`config.mk`:
```
export PLATFORM = sky130hd
export DESIGN_NAME = alu_core
export DESIGN_NICKNAME = d
export VERILOG_FILES = /design/src/rtl/alu_pkg.sv /design/src/rtl/alu_adder.sv /design/src/rtl/alu_logic_unit.sv /design/src/rtl/alu_flag_ctrl.sv /design/src/rtl/alu_core.sv
export SDC_FILE = /design/constraint.sdc
export NUM_CORES = 1
export LEC_CHECK = 0
export BUFFER_PORTS_ARGS = -buffer_cell sky130_fd_sc_hd__clkbuf_2
export CORE_MARGIN = 1.5
export CORE_UTILIZATION = 60
export CTS_CLUSTER_DIAMETER = 80
export CTS_CLUSTER_SIZE = 40
export DETAILED_ROUTE_END_ITERATION = 12
export MAX_ROUTING_LAYER = met4
export PLACE_DENSITY = 0.88
export SYNTH_ARGS = -nofsm -noshare
export SYNTH_HDL_FRONTEND = slang
export SYNTH_HIERARCHICAL = 1
export SYNTH_SLANG_ARGS = --single-unit
```
`constraint.sdc`:
```
create_clock -name clk_i -period 16.1 [get_ports clk_i]
set_input_delay 3.22 -clock clk_i [delete_from_list [all_inputs] [get_ports clk_i]]
set_output_delay 3.22 -clock clk_i [all_outputs]
set_load 0.05 [all_outputs]
```
`src/rtl/alu_pkg.sv`:
```
package alu_pkg;
  typedef enum logic [4:0] {
    OP_ADD  = 5'd0,  OP_ADC = 5'd1,  OP_SUB = 5'd2,  OP_SBC = 5'd3,
    OP_RSB  = 5'd4,  OP_AND = 5'd5,  OP_ORR = 5'd6,  OP_EOR = 5'd7,
    OP_BIC  = 5'd8,  OP_ORN = 5'd9,  OP_MOV = 5'd10, OP_MVN = 5'd11,
    OP_MOVT = 5'd12, OP_CMP = 5'd13, OP_CMN = 5'd14, OP_TST = 5'd15,
    OP_TEQ  = 5'd16
  } alu_op_e;

  localparam int unsigned FLAG_N = 3;
  localparam int unsigned FLAG_Z = 2;
  localparam int unsigned FLAG_C = 1;
  localparam int unsigned FLAG_V = 0;

  function automatic logic op_is_arith(logic [4:0] op);
    return (op <= 5'd4) || (op == 5'd13) || (op == 5'd14);
  endfunction

  function automatic logic op_is_cmp(logic [4:0] op);
    return (op >= 5'd13) && (op <= 5'd16);
  endfunction

  function automatic logic op_is_valid(logic [4:0] op);
    return op <= 5'd16;
  endfunction
endpackage

```
`src/rtl/alu_adder.sv`:
```
module alu_adder #(
  parameter int unsigned WIDTH = 32
) (
  input  logic [WIDTH-1:0] x_i,
  input  logic [WIDTH-1:0] y_i,
  input  logic             cin_i,
  output logic [WIDTH-1:0] sum_o,
  output logic             cout_o,
  output logic             ovf_o
);
  logic [WIDTH:0] full;

  always_comb begin
    full   = {1'b0, x_i} + {1'b0, y_i} + {{WIDTH{1'b0}}, cin_i};
    sum_o  = full[WIDTH-1:0];
    cout_o = full[WIDTH];
    ovf_o  = (x_i[WIDTH-1] == y_i[WIDTH-1]) && (full[WIDTH-1] != x_i[WIDTH-1]);
  end
endmodule

```
`src/rtl/alu_logic_unit.sv`:
```
module alu_logic_unit
  import alu_pkg::*;
#(
  parameter int unsigned WIDTH = 32,
  localparam int unsigned HALF = WIDTH / 2
) (
  input  logic [4:0]       op_i,
  input  logic [WIDTH-1:0] a_i,
  input  logic [WIDTH-1:0] b_i,
  input  logic [WIDTH-1:0] old_i,
  output logic [WIDTH-1:0] res_o
);
  always_comb begin
    unique case (op_i)
      OP_AND, OP_TST: res_o = a_i & b_i;
      OP_ORR:         res_o = a_i | b_i;
      OP_EOR, OP_TEQ: res_o = a_i ^ b_i;
      OP_BIC:         res_o = a_i & ~b_i;
      OP_ORN:         res_o = a_i | ~b_i;
      OP_MOV:         res_o = b_i;
      OP_MVN:         res_o = ~b_i;
      OP_MOVT:        res_o = {b_i[HALF-1:0], old_i[HALF-1:0]};
      default:        res_o = '0;
    endcase
  end
endmodule

```
`src/rtl/alu_flag_ctrl.sv`:
```
module alu_flag_ctrl
  import alu_pkg::*;
#(
  parameter int unsigned WIDTH = 32
) (
  input  logic [4:0]       op_i,
  input  logic             set_flags_i,
  input  logic [WIDTH-1:0] value_i,
  input  logic             cout_i,
  input  logic             ovf_i,
  input  logic [3:0]       flags_q_i,
  output logic [3:0]       flags_nxt_o,
  output logic             wr_en_o
);
  logic upd, arith;

  always_comb begin
    arith   = op_is_arith(op_i);
    wr_en_o = op_is_valid(op_i) && !op_is_cmp(op_i);
    upd     = op_is_cmp(op_i) ||
              (set_flags_i && op_is_valid(op_i) && (op_i != OP_MOVT));
    flags_nxt_o = flags_q_i;
    if (upd) begin
      flags_nxt_o[FLAG_N] = value_i[WIDTH-1];
      flags_nxt_o[FLAG_Z] = (value_i == '0);
      if (arith) begin
        flags_nxt_o[FLAG_C] = cout_i;
        flags_nxt_o[FLAG_V] = ovf_i;
      end
    end
  end
endmodule

```
`src/rtl/alu_core.sv`:
```
module alu_core
  import alu_pkg::*;
#(
  parameter int unsigned WIDTH = 32
) (
  input  logic             clk_i,
  input  logic             rst_ni,
  input  logic             exec_i,
  input  logic [4:0]       opcode_i,
  input  logic             set_flags_i,
  input  logic [WIDTH-1:0] op_a_i,
  input  logic [WIDTH-1:0] op_b_i,
  input  logic [WIDTH-1:0] old_dst_i,
  output logic [WIDTH-1:0] result_o,
  output logic             wr_en_o,
  output logic [3:0]       flags_nxt_o,
  output logic [3:0]       flags_o
);
  logic [3:0]       flags_q;
  logic [WIDTH-1:0] add_x, add_y, add_sum, logic_res;
  logic             add_cin, add_cout, add_ovf;

  // adder operand steering; subtract forms use x + ~y + cin
  always_comb begin
    add_x   = op_a_i;
    add_y   = op_b_i;
    add_cin = 1'b0;
    unique case (opcode_i)
      OP_ADC:         add_cin = flags_q[FLAG_C];
      OP_SUB, OP_CMP: begin add_y = ~op_b_i; add_cin = 1'b1; end
      OP_SBC:         begin add_y = ~op_b_i; add_cin = flags_q[FLAG_C]; end
      OP_RSB:         begin add_x = op_b_i; add_y = ~op_a_i; add_cin = 1'b1; end
      default: ;
    endcase
  end

  alu_adder #(.WIDTH(WIDTH)) u_adder (
    .x_i(add_x), .y_i(add_y), .cin_i(add_cin),
    .sum_o(add_sum), .cout_o(add_cout), .ovf_o(add_ovf)
  );

  alu_logic_unit #(.WIDTH(WIDTH)) u_logic (
    .op_i(opcode_i), .a_i(op_a_i), .b_i(op_b_i), .old_i(old_dst_i),
    .res_o(logic_res)
  );

  assign result_o = op_is_arith(opcode_i) ? add_sum : logic_res;

  alu_flag_ctrl #(.WIDTH(WIDTH)) u_flags (
    .op_i(opcode_i), .set_flags_i(set_flags_i), .value_i(result_o),
    .cout_i(add_cout), .ovf_i(add_ovf), .flags_q_i(flags_q),
    .flags_nxt_o(flags_nxt_o), .wr_en_o(wr_en_o)
  );

  always_ff @(posedge clk_i or negedge rst_ni) begin
    if (!rst_ni)     flags_q <= '0;
    else if (exec_i) flags_q <= flags_nxt_o;
  end

  assign flags_o = flags_q;
endmodule

```
After elaboration in Yosys (flattened, before gate mapping)
Cells that the tools add are included.
- output and inout bits: 41
- register bits after elaboration: 4
- magnitude comparators: 3
- equality and inequality tests: 19
- muxes and demuxes: 7
- reduce and logical (&&, ||, !) cells: 15
- bitwise gates (word level): 7
- add/subtract/negate cells: 2
- operators by type and width (operator ; number):
    one-hot mux 32 bit (8 select lines) ; 1
    AND 32 bit ; 2
    two-way mux 32 bit ; 2
    NOT 32 bit ; 2
    bitwise OR 32 bit ; 2
    one-hot mux 32 bit (2 select lines) ; 1
    equality test 5 x 4 -> 1 bit (second input constant) ; 8
    adder 32 x 32 -> 33 bit ; 1
    adder 33 x 1 -> 33 bit ; 1
    logical NOT 32 bit ; 1
    XOR 32 bit ; 1
    equality test 5 x 3 -> 1 bit (second input constant) ; 4
    equality test 5 x 2 -> 1 bit (second input constant) ; 2
    OR reduction 2 bit ; 3
    OR reduction 3 bit ; 2
    equality test 5 x 1 -> 1 bit (second input constant) ; 1
    equality test 5 bit (second input constant) ; 1
    >= comparator 5 x 4 -> 1 bit (second input constant) ; 1
    <= comparator 5 x 3 -> 1 bit (second input constant) ; 1
    <= comparator 5 bit (second input constant) ; 1
    logical AND 1 bit ; 5
    inequality test 5 x 4 -> 1 bit (second input constant) ; 1
    two-way mux 4 bit ; 1
    logical OR 1 bit ; 3
    5 further kinds ; 5

Longest topological paths before layout
- depth in word-level cells: 9
- mapped depth: 22
- depth with buffers taken out: 18

Cells and area by module
Netlist, hierarchy kept.
- by module, submodules not included (module ; area each (um^2) ; cells an instance ; sequential area each (um^2) ; times used):
    alu_logic_unit ; 2163.3 ; 302 ; 0.0 ; 1
    alu_core ; 2033.2 ; 249 ; 100.1 ; 1
    alu_adder ; 1704.1 ; 239 ; 0.0 ; 1
    alu_flag_ctrl ; 200.2 ; 28 ; 0.0 ; 1

Worst setup path after synthesis
Ideal clock, no wire load.
- kind: input -> output
- start: input port opcode_i[4]
- end: output port flags_nxt_o[2]
- stages: 19
- path buffers: 2
- data required time: 12.880 ns
- arrival time: 7.906 ns
- slack: 4.974 ns
- cell sequence: buf_6 or4b_4 buf_6 nor2_4 mux2_2 fa_1 fa_1 a21o_1 a221oi_1 nor2_1 o21ai_0 and2_1 nand2_1 xor2_1 mux2_2 nor4_1 nand4_1 nor2_1 mux2_1
- elaborated cells on any way between the ends: 40
- RTL lines (element ; line ; source):
    start: declaration ; alu_core.sv:9 ; input logic [4:0] opcode_i,
    equality test 5 x 3 -> 1 bit ; alu_core.sv:28 ; unique case (opcode_i)
    two-way mux 32 bit ; alu_core.sv:28 ;
    net add_x[0] ; alu_core.sv:20 ; logic [WIDTH-1:0] add_x, add_y, add_sum, logic_res;
    adder 32 x 32 -> 33 bit ; alu_adder.sv:14 ; full = {1'b0, x_i} + {1'b0, y_i} + {{WIDTH{1'b0}}, cin_i};
    adder 33 x 1 -> 33 bit ; alu_adder.sv:14 ;
    net add_sum[24] ; alu_core.sv:20 ;
    two-way mux 32 bit ; alu_core.sv:47 ; assign result_o = op_is_arith(opcode_i) ? add_sum : logic_res;
    net result_o[24] ; alu_core.sv:14 ; output logic [WIDTH-1:0] result_o,
    logical NOT 32 bit ; alu_flag_ctrl.sv:25 ; flags_nxt_o[FLAG_Z] = (value_i == '0);
    two-way mux 4 bit ; alu_flag_ctrl.sv:23 ; if (upd) begin
    end: declaration ; alu_core.sv:16 ; output logic [3:0] flags_nxt_o,
The timed path passes the listed nets, and every way through them passes these cells.

Worst setup path in the final report
- start: input port opcode_i[2]
- end: output port flags_nxt_o[2]
- elaborated cells on any way between the ends: 40
- RTL lines (element ; line):
    equality test 5 x 3 -> 1 bit ; alu_core.sv:28
    two-way mux 32 bit ; alu_core.sv:28
    net add_x[0] ; alu_core.sv:20
    adder 32 x 32 -> 33 bit ; alu_adder.sv:14
    adder 33 x 1 -> 33 bit ; alu_adder.sv:14
    net add_sum[28] ; alu_core.sv:20
    two-way mux 32 bit ; alu_core.sv:47
    logical NOT 32 bit ; alu_flag_ctrl.sv:25
    two-way mux 4 bit ; alu_flag_ctrl.sv:23
The timed path passes the listed nets, and every way through them passes these cells.

==> flow_summary.yaml <==
status:
  outcome: "finished, final reports clean"
power_and_ir_drop:
  powerDensity_nw_per_um2: 56.74
  p_leak_nw: 2.763
  p_total_mw: 0.3775
  ir_worst_vdd_v: 0.00005184
place:
  pre_cts_ws_ps: 3249
  placed_cells: 1016
  place.gp.congestion: 1.016
  port_buffers: 129
  dp.final_hpwl_mm: 15.18
layout:
  drive_gt1_share_pct: 26.41
  nets: 1026
  multi_input_area_um2: 5493
  n_antenna_cell: 0
  largest_reg_flops: 4
  final_cell_mix: "clkbuf_2 (129), o21ai_0 (87), nor2_1 (59)"
  stdcell_count: 1019
  seq_area_um2: 100.1
  final_common_cell: "clkbuf_2"
  nFillCells: 899
  area.growth.synth_to_final_pct: 9.044
sta:
  timing.final.hold_violations: 0
  fmax_ghz: 0.07631
  fin_worst_skew_ps: 1.691
  tightest_slew_ps: 891.8
  fin_crit_ps: 13100
  fin_ws_ps: 2995
  maxSlewViolCount: 0
  finalSetupTns_ps: 0
  rsz0062_at_grt: "false"
  min_period_over_period_pct: 81.40
  slew_headroom_pct: 40.32
  finalSetupViolCount: 0
worst_hold_path:
  min_path_type: "register to register"
  hp-start: "flags_o[2]"
  holdPathStages: 1
  whs_endpoint: "flags_o[2]"
worst_setup_path:
  cp.arrival_ps: 9880
  slowest_stage: "or4b_4"
  rr_startpoint: "flags_o[1]"
  worst_path_dominant_cell_family: "simple AND/OR/NAND/NOR gates"
  r2r_cells: 18
  rr_endpoint: "flags_o[2]"
  path_cells: "clkbuf_2, or4b_4, nor2_4, mux2_2, fa_1, fa_1, a21o_1, a221oi_1, nor2_1, o21ai_0, and2_1, o21a_1, xnor2_1, mux2_2, nor4_1, nand4_1, nor2_1, mux2_1, clkbuf_2"
  worst-path-max-fanout: 34
  max_stage_delay_ps: 760
  critPathCaptureType: "output pin"
  worstSetupStartpointType: "primary input"
  ff2ff_setup_slack_ps: 11140
  critical_path_class: "primary input to output pin"
  cp_num_buf_inv: 2
  required_ps: 12880
clock_tree:
  hold_buffers: 0
  clockRootBuffer: "clkbuf_8"
  clk_latency_ps: 220
  cts_sinks: 4
  post_cts.repair.setup_buffers: 0
  cts_buffers: 3
  ctsHtreeMaxLevel: 1
  clock_path_buffers: 2
  cts_resized: 0
  clk_pin_slew_worst_paths_ps: 30
  cts_tree: "built"
yosys:
  synth_seq_cells: 4
  ys_types: 80
  synth_edf_count: 0
  synth-async-reset-ratio_pct: 100.0
  postSynthAreaPerCell_um2: 7.458
  synth_seq_area_share_pct: 1.641
  synth-warning-count: 6
  synthFlopType: "dfrtp_1"
  syn_nets: 956
  syn_area_um2: 6101
  netlist_instances: 818
floorplan:
  dieArea_um2: 10780
  rows: 36
  boundaryPins: 146
  die_height_um: 103.8
  coreArea_um2: 9819
  start_util_pct: 62.13
  die_x_um: 103.8
routing:
  num_vias: 7477
  ant_nets: 0
  drc_errors: 0
  viasPerCell: 7.338
  wire_per_inst_um: 21.81
  drt_iter0_drc: 1003
  dr.pass1.iters: 7
  wirelength_mm: 22.22
global_routing:
  grt_pass1_vias: 6697
  grt_max_degree: 63
  antenna_found_initial: 0
  overflow: 0
  grt_usage_pct: 40.13
  grt_pass1_wl_mm: 34.89
job:
  drv_cap: 0
[logic make-up after synthesis]
logic type                 count (synthesis)  share of synthesized area (%)
and+or+nand+nor                          204                          18.21
adders and majority gates                 33                          7.014
AOI/OAI and AO/OA                        340                          40.30
DFF                                        4                          1.641
xor gates and xnor gates                  31                          4.450
buffers and inverters                    108                          8.860
muxes                                     98                          19.52
[worst register-to-register path, delay by kind of cell (launching register included)]
kind / cells / cell delay, ps
multiplexers: 3 / 610
AND/OR/NAND/NOR: 6 / 1450
adder cells (fa/ha/maj): 2 / 920
XOR/XNOR: 1 / 70
AO/OA/AOI/OAI: 6 / 1450
flip-flops: 1 / 400
[per-stage QoR]
stage / hold slack, ps / util [%] / instance area [um2]
2_1_floorplan: 878.9 / - / 6101
3_3_place_gp: 513.2 / 67.33 / 6611
3_5_place_dp: 525.4 / 67.33 / 6611
4_1_cts: 531.9 / 67.75 / 6653
5_1_grt: 564.3 / 67.75 / 6653
6_report: 529.0 / 67.75 / 6653
[power by group]
group	internal [mW]	switching (mW)	leakage (nW)
Clock	0.0159	0.00509	0.0216
Combinational	0.119	0.221	2.69
Sequential	0.0134	0.00300	0.0519
[cells in the mapped netlist, drive strengths merged (10+ instances only)]
cell type / instances / area, um2
o221ai: 33 / 289.0
clkbuf: 30 / 112.6
a31oi: 28 / 175.2
nand2: 53 / 198.9
inv: 33 / 123.9
a222oi: 31 / 310.3
o21ai: 96 / 495.5
nor4: 10 / 68.81
buf: 45 / 304.1
ha: 31 / 387.9
a21oi: 31 / 155.2
xnor2: 19 / 166.4
nor2: 62 / 250.2
nor2b: 12 / 75.07
mux2i: 26 / 260.3
mux2: 72 / 930.9
nor3: 11 / 55.05
a21o: 16 / 120.1
o21a: 12 / 90.09
xor2: 12 / 105.1
o211ai: 31 / 232.7
o22a: 26 / 227.7
[how the worst max path moves through the flow]
stage	startpoint	to	slack, ps	cells after the start
floorplan	opcode_i[4]	flags_nxt_o[2]	4970	19
detailed placement	opcode_i[2]	flags_nxt_o[2]	3250	19
global placement	opcode_i[2]	flags_nxt_o[2]	3310	19
global route	opcode_i[2]	flags_nxt_o[2]	2770	19
CTS	opcode_i[2]	flags_nxt_o[2]	3250	19
finish	opcode_i[2]	flags_nxt_o[2]	3000	19
[layout make-up]
type	count	area share (%)
Tap cell	133	2.501
Sequential cell	4	1.505
Clock buffer	3	0.6207
Inverter	33	1.862
Timing Repair Buffer	140	10.95
Multi-Input combinational cell	706	82.57
[layer usage]
metal | share of wire, % | track usage, % | vias up
li1 | - | - | 3381
met1 | 40 | 51.99 | 3509
met2 | 46 | 65.18 | 513
met3 | 11 | 3.587 | 74
met4 | 3.2 | 14.19 | 0
met5 | 0 | - | -
No activity file was read; power rests on OpenSTA's default activity.
